File: config.mk
export PLATFORM = sky130hd
export DESIGN_NAME = vecIrqCtrl
export DESIGN_NICKNAME = d
export VERILOG_FILES = /design/src/rtl/vecIrqPkg.sv /design/src/rtl/vecIrqResolver.sv /design/src/rtl/vecIrqControl.sv /design/src/rtl/vecIrqDatapath.sv /design/src/rtl/vecIrqCtrl.sv
export SDC_FILE = /design/constraint.sdc
export NUM_CORES = 1
export LEC_CHECK = 0
export ABC_AREA = 1
export BUFFER_PORTS_ARGS = -buffer_cell sky130_fd_sc_hd__clkbuf_2
export CORE_ASPECT_RATIO = 1.1
export CORE_UTILIZATION = 45
export DETAILED_ROUTE_END_ITERATION = 8
export GPL_TIMING_DRIVEN = 0
export PLACE_DENSITY = 0.63
export SLEW_MARGIN = 40
export SYNTH_ARGS = -nofsm -noshare
export SYNTH_HDL_FRONTEND = slang
export SYNTH_HIERARCHICAL = 1
export SYNTH_SLANG_ARGS = --single-unit
File: constraint.sdc
create_clock -name clk -period 78.7 [get_ports clk]
set_input_delay 7.87 -clock clk [delete_from_list [all_inputs] [get_ports clk]]
set_output_delay 7.87 -clock clk [all_outputs]
set_load 0.05 [all_outputs]
File: src/rtl/vecIrqPkg.sv
package vecIrqPkg;

  localparam int REG_ADDR_W = 12;

  // register offsets; the source control words occupy 0 .. 4*NUM_SRC-1
  localparam int OFS_RAW     = 'h100;
  localparam int OFS_PEND    = 'h104;
  localparam int OFS_ENPEND  = 'h108;
  localparam int OFS_VECTOR  = 'h10C;
  localparam int OFS_LASTNUM = 'h110;
  localparam int OFS_MASK    = 'h114;
  localparam int OFS_OUTSTAT = 'h118;
  localparam int OFS_MASKON  = 'h120;
  localparam int OFS_MASKOFF = 'h124;
  localparam int OFS_FORCEON = 'h128;
  localparam int OFS_FORCEOFF= 'h12C;
  localparam int OFS_DONE    = 'h130;

  localparam int TRIG_LSB = 6;

  typedef enum logic [1:0] {
    TRIG_LOW  = 2'd0,
    TRIG_HIGH = 2'd1,
    TRIG_FALL = 2'd2,
    TRIG_RISE = 2'd3
  } trig_e;

  typedef enum logic [1:0] {
    ST_IDLE = 2'd0,
    ST_REQ  = 2'd1,
    ST_SERV = 2'd2
  } svc_state_e;

  typedef struct packed {
    logic ctrlWr;
    logic maskSet;
    logic maskClr;
    logic forceSet;
    logic forceClr;
    logic ack;
  } strobe_t;

endpackage

File: src/rtl/vecIrqResolver.sv
module vecIrqResolver
  import vecIrqPkg::*;
#(
  parameter int NUM_SRC = 32,
  parameter int PRIO_W  = 3,
  localparam int IDX_W  = $clog2(NUM_SRC)
) (
  input  logic [NUM_SRC-1:0]             cand,
  input  logic [NUM_SRC-1:0][PRIO_W-1:0] prio,
  output logic [IDX_W-1:0]               winIdx,
  output logic                           anyCand
);

  logic [PRIO_W-1:0] bestPrio;

  // scan from the top index down; ">=" lets a lower index take a tie
  always_comb begin
    bestPrio = '0;
    winIdx   = '0;
    anyCand  = 1'b0;
    for (int i = NUM_SRC - 1; i >= 0; i--) begin
      if (cand[i] && (!anyCand || prio[i] >= bestPrio)) begin
        anyCand  = 1'b1;
        bestPrio = prio[i];
        winIdx   = IDX_W'(i);
      end
    end
  end

endmodule

File: src/rtl/vecIrqControl.sv
module vecIrqControl
  import vecIrqPkg::*;
#(
  parameter int NUM_SRC = 32,
  parameter int ADDR_W  = REG_ADDR_W,
  localparam int IDX_W  = $clog2(NUM_SRC)
) (
  input  logic              clk,
  input  logic              rstN,
  input  logic              rdEn,
  input  logic              wrEn,
  input  logic [ADDR_W-1:0] addr,
  input  logic              anyCand,
  output strobe_t           stb,
  output logic              reqActive,
  output logic              inService,
  output logic              irqN
);

  svc_state_e state, stateNext;
  logic ctrlSel;
  logic doneWr;

  assign ctrlSel = (addr[ADDR_W-1:IDX_W+2] == '0) && (addr[1:0] == 2'b00);
  assign doneWr  = wrEn && (addr == ADDR_W'(OFS_DONE));

  always_comb begin
    stb          = '0;
    stb.ctrlWr   = wrEn && ctrlSel;
    stb.maskSet  = wrEn && (addr == ADDR_W'(OFS_MASKON));
    stb.maskClr  = wrEn && (addr == ADDR_W'(OFS_MASKOFF));
    stb.forceSet = wrEn && (addr == ADDR_W'(OFS_FORCEON));
    stb.forceClr = wrEn && (addr == ADDR_W'(OFS_FORCEOFF));
    stb.ack      = rdEn && (addr == ADDR_W'(OFS_VECTOR));
  end

  always_comb begin
    stateNext = state;
    unique case (state)
      ST_IDLE: if (stb.ack) stateNext = ST_SERV;
               else if (anyCand) stateNext = ST_REQ;
      ST_REQ:  if (stb.ack) stateNext = ST_SERV;
               else if (!anyCand) stateNext = ST_IDLE;
      ST_SERV: if (doneWr) stateNext = ST_IDLE;
      default: stateNext = ST_IDLE;
    endcase
  end

  always_ff @(posedge clk) begin
    if (!rstN) state <= ST_IDLE;
    else       state <= stateNext;
  end

  assign reqActive = (state == ST_REQ);
  assign inService = (state == ST_SERV);
  assign irqN      = ~reqActive;

  // a low request always stems from a candidate seen at the previous edge
  assert_req_has_cand_R8: assert property (@(posedge clk) disable iff (!rstN)
    !irqN |-> $past(anyCand));

  // the acknowledge read releases the request line
  assert_ack_releases_R9: assert property (@(posedge clk) disable iff (!rstN)
    stb.ack |=> irqN);

  // while in service, nothing but an end-of-service write lets irqN fall
  assert_done_gate_R10: assert property (@(posedge clk) disable iff (!rstN)
    (inService && !doneWr) |=> irqN);

endmodule

File: src/rtl/vecIrqDatapath.sv
module vecIrqDatapath
  import vecIrqPkg::*;
#(
  parameter int NUM_SRC = 32,
  parameter int PRIO_W  = 3,
  parameter int DATA_W  = 32,
  parameter int ADDR_W  = REG_ADDR_W,
  localparam int IDX_W  = $clog2(NUM_SRC)
) (
  input  logic               clk,
  input  logic               rstN,
  input  logic [NUM_SRC-1:0] srcIn,
  input  logic [ADDR_W-1:0]  addr,
  input  logic [DATA_W-1:0]  wrData,
  input  strobe_t            stb,
  input  logic               reqActive,
  input  logic               inService,
  output logic [DATA_W-1:0]  rdData,
  output logic               anyCand
);

  logic [NUM_SRC-1:0][1:0]        trigReg;
  logic [NUM_SRC-1:0][PRIO_W-1:0] prioReg;
  logic [NUM_SRC-1:0] maskReg, latchReg, prevIn;
  logic [NUM_SRC-1:0] levelHit, edgeHit, pending, cand;
  logic [NUM_SRC-1:0] setVec, clrVec, ackVec;
  logic               primed;
  logic [IDX_W-1:0]   winIdx, lastNum;
  logic [IDX_W-1:0]   ctrlIdx;
  logic               ctrlSel;

  assign ctrlIdx = addr[IDX_W+1:2];
  assign ctrlSel = (addr[ADDR_W-1:IDX_W+2] == '0) && (addr[1:0] == 2'b00);

  // per-source trigger detection
  for (genvar g = 0; g < NUM_SRC; g++) begin : gSrc
    always_comb begin
      levelHit[g] = 1'b0;
      edgeHit[g]  = 1'b0;
      unique case (trig_e'(trigReg[g]))
        TRIG_LOW:  levelHit[g] = ~srcIn[g];
        TRIG_HIGH: levelHit[g] = srcIn[g];
        TRIG_FALL: edgeHit[g]  = primed & prevIn[g] & ~srcIn[g];
        TRIG_RISE: edgeHit[g]  = primed & ~prevIn[g] & srcIn[g];
        default:   levelHit[g] = 1'b0;
      endcase
    end
  end

  assign pending = levelHit | latchReg;
  assign cand    = pending & maskReg;

  vecIrqResolver #(.NUM_SRC(NUM_SRC), .PRIO_W(PRIO_W)) resolver_i (
    .cand    (cand),
    .prio    (prioReg),
    .winIdx  (winIdx),
    .anyCand (anyCand)
  );

  assign setVec = stb.forceSet ? wrData[NUM_SRC-1:0] : '0;
  assign clrVec = stb.forceClr ? wrData[NUM_SRC-1:0] : '0;
  assign ackVec = (stb.ack && anyCand) ? (NUM_SRC'(1) << winIdx) : '0;

  always_ff @(posedge clk) begin
    if (!rstN) begin
      trigReg  <= '0;
      prioReg  <= '0;
      maskReg  <= '0;
      latchReg <= '0;
      prevIn   <= '0;
      primed   <= 1'b0;
      lastNum  <= '0;
    end else begin
      if (stb.ctrlWr) begin
        trigReg[ctrlIdx] <= wrData[TRIG_LSB+1:TRIG_LSB];
        prioReg[ctrlIdx] <= wrData[PRIO_W-1:0];
      end
      if (stb.maskSet) maskReg <= maskReg | wrData[NUM_SRC-1:0];
      if (stb.maskClr) maskReg <= maskReg & ~wrData[NUM_SRC-1:0];
      latchReg <= (latchReg & ~clrVec & ~ackVec) | setVec | edgeHit;
      prevIn   <= srcIn;
      primed   <= 1'b1;
      if (stb.ack && anyCand) lastNum <= winIdx;
    end
  end

  always_comb begin
    rdData = '0;
    if (ctrlSel) begin
      rdData[TRIG_LSB+1:TRIG_LSB] = trigReg[ctrlIdx];
      rdData[PRIO_W-1:0]          = prioReg[ctrlIdx];
    end else if (addr == ADDR_W'(OFS_RAW))     rdData = DATA_W'(srcIn);
    else if (addr == ADDR_W'(OFS_PEND))        rdData = DATA_W'(pending);
    else if (addr == ADDR_W'(OFS_ENPEND))      rdData = DATA_W'(cand);
    else if (addr == ADDR_W'(OFS_VECTOR))      rdData = anyCand ? DATA_W'({winIdx, 2'b00}) : '0;
    else if (addr == ADDR_W'(OFS_LASTNUM))     rdData = DATA_W'(lastNum);
    else if (addr == ADDR_W'(OFS_MASK))        rdData = DATA_W'(maskReg);
    else if (addr == ADDR_W'(OFS_OUTSTAT))     rdData = DATA_W'({inService, reqActive});
  end

  // the resolver only ever names an enabled, pending source
  assert_winner_valid_R7: assert property (@(posedge clk) disable iff (!rstN)
    anyCand |-> (maskReg[winIdx] && pending[winIdx]));

  // enable command turns on every written one-bit
  assert_mask_on_R5: assert property (@(posedge clk) disable iff (!rstN)
    stb.maskSet |=> ((maskReg & $past(wrData[NUM_SRC-1:0])) == $past(wrData[NUM_SRC-1:0])));

  // an acknowledged source no longer holds its latch one edge later
  assert_ack_clears_R4: assert property (@(posedge clk) disable iff (!rstN)
    (stb.ack && anyCand && !stb.forceSet) |=> ((latchReg & $past(ackVec) & ~$past(edgeHit)) == '0));

endmodule

File: src/rtl/vecIrqCtrl.sv
module vecIrqCtrl
  import vecIrqPkg::*;
#(
  parameter int NUM_SRC = 32,
  parameter int PRIO_W  = 3,
  parameter int DATA_W  = 32,
  parameter int ADDR_W  = REG_ADDR_W
) (
  input  logic               clk,
  input  logic               rstN,
  input  logic               regRdEn,
  input  logic               regWrEn,
  input  logic [ADDR_W-1:0]  regAddr,
  input  logic [DATA_W-1:0]  regWrData,
  output logic [DATA_W-1:0]  regRdData,
  input  logic [NUM_SRC-1:0] srcIn,
  output logic               irqN
);

  strobe_t stb;
  logic    anyCand, reqActive, inService;

  vecIrqControl #(.NUM_SRC(NUM_SRC), .ADDR_W(ADDR_W)) control_i (
    .clk       (clk),
    .rstN      (rstN),
    .rdEn      (regRdEn),
    .wrEn      (regWrEn),
    .addr      (regAddr),
    .anyCand   (anyCand),
    .stb       (stb),
    .reqActive (reqActive),
    .inService (inService),
    .irqN      (irqN)
  );

  vecIrqDatapath #(.NUM_SRC(NUM_SRC), .PRIO_W(PRIO_W), .DATA_W(DATA_W), .ADDR_W(ADDR_W)) datapath_i (
    .clk       (clk),
    .rstN      (rstN),
    .srcIn     (srcIn),
    .addr      (regAddr),
    .wrData    (regWrData),
    .stb       (stb),
    .reqActive (reqActive),
    .inService (inService),
    .rdData    (regRdData),
    .anyCand   (anyCand)
  );

  // request line is released throughout reset
  always @(posedge clk) if (!rstN) assert_reset_idle_R1: assert (irqN !== 1'b0 || $time == 0);

endmodule

# Yosys cells after proc, flatten, opt, wreduce, memory -nomap -nowiden
# Index checks and enable logic that the tools add are counted.
word_totals:
  regBits: 264
  output_inout_bits: 33
  wordCells: 754
op_classes:
  order_cmp: 33
  eq_ne: 113
  shift: 1
  muxes: 193
  bitwise: 204
  n_reduce_logical: 140
op_table:
  columns: ["cell", "count"]
  rows:
  - ["$mux W32", 11]
  - ["$mux W5", 32]
  - ["$eq A12 B9 Y1 const B", 12]
  - ["$eq A2 B2 Y1 const B", 65]
  - ["$and A1 B1 Y1", 128]
  - ["$and A32 B32 Y32", 4]
  - ["$or A32 B32 Y32", 4]
  - ["$pmux W1 S2", 64]
  - ["$mux W3", 35]
  - ["$bwmux W96", 1]
  - ["$not A32 Y32", 3]
  - ["$ge A3 B3 Y1", 31]
  - ["$logic_not A2 Y1", 34]
  - ["$eq A2 B1 Y1 const B", 33]
  - ["$not A1 Y1", 65]
  - ["$bwmux W64", 1]
  - ["$logic_and A1 B1 Y1", 41]
  - ["$mux W1", 33]
  - ["$shl A1 B5 Y32 const A", 1]
  - ["$logic_not A1 Y1", 31]
  - ["$logic_or A1 B1 Y1", 31]
  - ["$mux W24", 1]
  - ["$mux W2", 9]
  - ["$bmux W3 S5", 1]
  - ["13 further kinds", 13]

# Longest topological paths before layout
depth:
  ltp_word: 135
  ltp_mapped: 300

# Hierarchy
# Netlist, hierarchy kept.
modules_own_cells:
  columns: ["module", "n_inst", "cells_each", "area_per_inst_um2"]
  rows:
  - ["vecIrqDatapath", 1, 2023, 13563.0]
  - ["vecIrqResolver", 1, 757, 4339.2]
  - ["vecIrqControl", 1, 60, 307.8]

# Least setup slack after synthesis
# Ideal clock, no wire load.
synth_timing:
  path_type: "input-to-output"
  start: "input port srcIn[31]"
  end: "output port regRdData[5]"
  t_arrival_ns: 38.445
  t_required_ns: 70.830
  setup_slack_ns: 32.385
  cell_stages: 292
  path_buffers: 2
  path_cell_list: "xor2_1 > o21ai_0 > nand2_1 > inv_1 > nand2_1 > ha_1 > a21oi_1 > nand4_1 > nand2_1 > inv_1 > o21ai_0 > inv_1 > ha_1 > a21oi_1 > nand4_1 > nand2_1 > nand3_1 > and2_1 > [... 256 more ...] > ha_1 > nand2_1 > o2111ai_1 > nand2_2 > or2_2 > nand2_1 > ha_1 > o21ai_0 > nand2_1 > a21oi_1 > a21oi_2 > or2_1 > nor2_1 > clkbuf_1 > clkinv_1 > o21ai_0 > inv_1 > a21oi_1"
synth_between:
  elab_chain_len: 135
  word_cells_on_any_way: 229
  classes_between: "31 x order compare; 102 x mux; 3 x bitwise; 93 x reduce/logical"
synth_lines:
  columns: ["item", "line_no", "text"]
  rows:
  - ["from (decl)", "vecIrqCtrl.sv:16", "input logic [NUM_SRC-1:0] srcIn,"]
  - ["$not A1 Y1", "vecIrqDatapath.sv:41", "TRIG_LOW: levelHit[g] = ~srcIn[g];"]
  - ["$pmux W1 S2 (*)", "vecIrqDatapath.sv:40", "unique case (trig_e'(trigReg[g]))"]
  - ["$or A32 B32 Y32 (*)", "vecIrqDatapath.sv:50", "assign pending = levelHit | latchReg;"]
  - ["$and A32 B32 Y32 (*)", "vecIrqDatapath.sv:51", "assign cand = pending & maskReg;"]
  - ["via datapath_i.cand[31]", "vecIrqDatapath.sv:25", "logic [NUM_SRC-1:0] levelHit, edgeHit, pending, cand;"]
  - ["$mux W3 or $mux W1 (tied branches)", "vecIrqResolver.sv:22", "if (cand[i] && (!anyCand || prio[i] >= bestPrio)) begin"]
  - ["$ge A3 B3 Y1 or $logic_not A1 Y1 (tied branches)", "vecIrqResolver.sv:22", null]
  - ["$logic_or A1 B1 Y1", "vecIrqResolver.sv:22", null]
  - ["[... 121 more ...]", null, null]
  - ["$mux W5 (*)", "vecIrqResolver.sv:22", null]
  - ["via datapath_i.winIdx[3]", "vecIrqDatapath.sv:28", "logic [IDX_W-1:0] winIdx, lastNum;"]
  - ["$mux W7 (*)", "vecIrqDatapath.sv:95", "else if (addr == ADDR_W'(OFS_VECTOR)) rdData = anyCand ? DATA_W'({winIdx, 2'b00}) : '0;"]
  - ["$mux W32 (*)", "vecIrqDatapath.sv:95", null]
  - ["$mux W32 (*)", "vecIrqDatapath.sv:94", "else if (addr == ADDR_W'(OFS_ENPEND)) rdData = DATA_W'(cand);"]
  - ["$mux W32 (*)", "vecIrqDatapath.sv:93", "else if (addr == ADDR_W'(OFS_PEND)) rdData = DATA_W'(pending);"]
  - ["$mux W32 (*)", "vecIrqDatapath.sv:92", "end else if (addr == ADDR_W'(OFS_RAW)) rdData = DATA_W'(srcIn);"]
  - ["$mux W3 (*)", "vecIrqDatapath.sv:89", "if (ctrlSel) begin"]
  - ["to (decl)", "vecIrqCtrl.sv:15", "output logic [DATA_W-1:0] regRdData,"]
# The timed path passes the listed nets; every way through them passes the cells marked *.

# Worst setup path in the final report
# Ends and elaborated chain as after synthesis.

==> run summary <==
outcome = complete, no violations
Vias = 20,000
simple-gate share of the synthesized area = 32.5%
critical path type = input port to primary output
Max clock buf depth = 3
RSZ-0062 raised after global routing = no
CTS Buf Count = 29
Pwr per Cell Area = 15.3 mW/mm2
Post-CTS Setup Repair Bufs = 0
Post-CTS Hold Buffers = 0
Antenna Cells = 0
Slew headroom = 36.7%
main combinational cell family by area after synthesis = simple AND/OR/NAND/NOR gates
initial antenna violation count = 0
Endpoint, Worst Hold = datapath_i/lastNum[0]$_SDFFE_PN0P_
core box area = 0.0396 mm2
TNS Setup = 0 ns
Final #Nets = 3,132
Top Ports = 113
reg2reg start = datapath_i/trigReg[62]$_SDFFE_PN0P_
Area after DPL = 0.0194 mm2
Die Area = 0.0413 mm2
HP Class = flop to flop
Initial DRT Pass Iterations = 6
worst r2r dst = datapath_i/latchReg[1]$_SDFF_PN0_
worst path required time = 70.83 ns
LEAKAGE = 9.34 nW
max-slew violations = 0
clk sinks = 264
Synth Area in Compound Gates = 22.6%
Worst Tran Pin Value = 0.949 ns
post-synth cell types = 54
starting DRC count in detailed routing = 1,873
H-tree depth = 1
CP endpoint kind = primary output
TritonCTS clock tree = done
CTS Root Cell = clkbuf_16
worst skew pair latency = 0.57 ns
Post-CTS Resized = 0
clk slew on worst S/H paths = 0.06 ns
Fill cells = 4,080
first-pass GRT wire length = 113 mm
design area = 0.0205 mm2
Critical Path Max Stage Delay = 0.43 ns
antenna-violating nets left = 0
total grt overflow = 0
worst vdd ir = 17.7 uV
share of layout cells above drive strength 1 = 14.3%
R2R cell count = 288
MaxCap Viol Count = 0
Final Cycle Share = 65.3%
mux share of post-synthesis cell area = 0%
Seq/Total Area, Yosys = 29.0%
Yosys warning total = 6
final number of setup-violating endpoints = 0
DP HPWL = 60.0 mm
mapped cell area = 0.0182 mm2
Tot GR Track Use = 36.8%
I/O Buffers = 112
Syn-to-layout area delta = 12.5%
row count = 76
syn_area_per_cell = 6.41 um2
adder-cell area share of the yosys netlist = 4.74%
worst endpoint data arrival time = 43.56 ns
Die X = 194 um
Fmax achieved = 19.4 MHz
gpl congestion = 1.02
post-route minimum period = 51.43 ns
vias per cell = 5.70
slowest CP cell = o21ai_0
DRC violations left = 0
DR WL/cell = 22.1 um
Initial Utilization = 46.0%
Worst Hold Depth = 2
post-synthesis share of cell area spent on xor and xnor gates = 0.818%
flops & latches, synth = 264
Post-Route WL = 77.5 mm
Hold Violations, Final = 0
critical-path maximum fanout = 10
synthesized netlist net count = 2,989
largest net degree at the start of global routing = 15
vias in the first global route = 18,419
reg-to-reg slack, setup = 42.65 ns
HP Start = datapath_i/lastNum[0]$_SDFFE_PN0P_
Synth Instances = 2,840
startpoint class of the critical path = input port
die height = 213 um
cell mode on critical path = nand2_1
clk_skew = 0.00982 ns
-- where the power goes --
| group | switching (mW) | internal (mW) | leakage (nW) | total, mW |
|---|---|---|---|---|
| clock | 0.0599 | 0.0952 | 0.520 | 0.155 |
| sequential | 0.000576 | 0.135 | 2.13 | 0.135 |
| combinational | 0.0185 | 0.00511 | 6.68 | 0.0236 |
-- per-layer routing --
metal,up-vias,global-route usage (%),wire length (um)
met5,-,0,0
met4,0,20.3,4610
met3,202,5.24,6610
met2,933,60.9,34700
met1,9213,46.4,31600
li1,9652,-,-
-- how the worst max path moves through the flow --
stage | endpoint | from | slack (ns)
3_3_place_gp | regRdData[5] | srcIn[31] | 28.80
6_report | regRdData[5] | srcIn[31] | 27.27
3_5_place_dp | regRdData[5] | srcIn[31] | 27.61
5_1_grt | regRdData[5] | srcIn[31] | 22.88
2_1_floorplan | regRdData[5] | srcIn[31] | 32.39
4_1_cts | regRdData[5] | srcIn[31] | 27.50
-- per-stage QoR --
step	utilization, %	total power [mW]	worst slack, ns	instances	hold WS (ns)
finish	51.8	0.314	27.27	3510	0.478
global route	51.8	0.321	22.88	3510	0.489
CTS	51.8	0.314	27.50	3510	0.473
floorplan	-	0.148	32.39	2840	0.430
detailed placement	49.1	0.161	27.61	3459	0.462
global placement	49.1	0.160	28.80	3459	0.447
-- Yosys cell counts, drive strengths merged --
cell / count / share of area (%)
clkbuf: 72 / 1.5
or2: 13 / 0.46
buf: 32 / 1.3
inv: 348 / 7.2
o21ai: 375 / 10
a22oi: 1 / 0.041
xor2: 17 / 0.82
clkinv: 3 / 0.089
bufinv: 2 / 0.19
nor4: 2 / 0.14
nand3b: 2 / 0.082
a21oi: 306 / 8.5
o221ai: 4 / 0.19
nor3: 26 / 0.78
nor2: 264 / 7.1
o31ai: 2 / 0.082
o2111ai: 6 / 0.32
nand2: 765 / 18
nand3: 142 / 4.4
ha: 69 / 4.7
o211ai: 2 / 0.16
and2: 5 / 0.17
a2bb2oi: 10 / 0.48
a211oi: 35 / 1.4
dfxtp: 264 / 29
a21o: 1 / 0.041
a2111oi: 1 / 0.048
o21bai: 6 / 0.25
a311o: 1 / 0.055
a21boi: 3 / 0.12
nand4: 44 / 1.5
a32oi: 1 / 0.048
a31oi: 16 / 0.55
-- critical path: cells and delay by family --
kind | cells | cell delay [ns]
simple gates | 140 | 11.94
compound gates | 64 | 10.19
fa+ha+maj | 31 | 8.92
buf+inv | 54 | 4.42
xor+xnor | 1 | 0.16
-- area by class of cell --
type | instances | area (um2) | share of cell area (%)
Timing Repair Buffer | 112 | 561 | 2.74
Buffer | 104 | 520 | 2.54
Sequential cell | 264 | 5290 | 25.8
Tap cell | 507 | 634 | 3.10
Clock inverter | 17 | 295 | 1.44
Clock buffer | 34 | 764 | 3.73
Inverter | 353 | 1360 | 6.65
Multi-Input combinational cell | 2119 | 11100 | 54.0
-- placed cells by master (no fill, tap or decap), drive strengths merged, types with 3 or more instances in the layout --
| cell type | Yosys | routed |
|---|---|---|
| nand2 | 765 | 765 |
| nand3 | 142 | 142 |
| dfxtp | 264 | 264 |
| and2 | 5 | 5 |
| or2 | 13 | 13 |
| o2111ai | 6 | 6 |
| ha | 69 | 69 |
| o221ai | 4 | 4 |
| bufinv | 2 | 10 |
| clkbuf | 72 | 218 |
| clkinv | 3 | 11 |
| a2bb2oi | 10 | 10 |
| o21bai | 6 | 6 |
| a211oi | 35 | 35 |
| nor3 | 26 | 26 |
| nor2 | 264 | 264 |
| nand4 | 44 | 44 |
| buf | 32 | 32 |
| a21oi | 306 | 306 |
| o21ai | 375 | 375 |
| a21boi | 3 | 3 |
| a31oi | 16 | 16 |
| xor2 | 17 | 17 |
| inv | 348 | 348 |
-- cells by family after synthesis --
group           count (synthesis)
flops                         264
xor+xnor                       17
compound gates                770
simple gates                 1263
fa+ha+maj                      69
buf+inv                       457
Note: power is estimated with default switching activity, not from simulation.
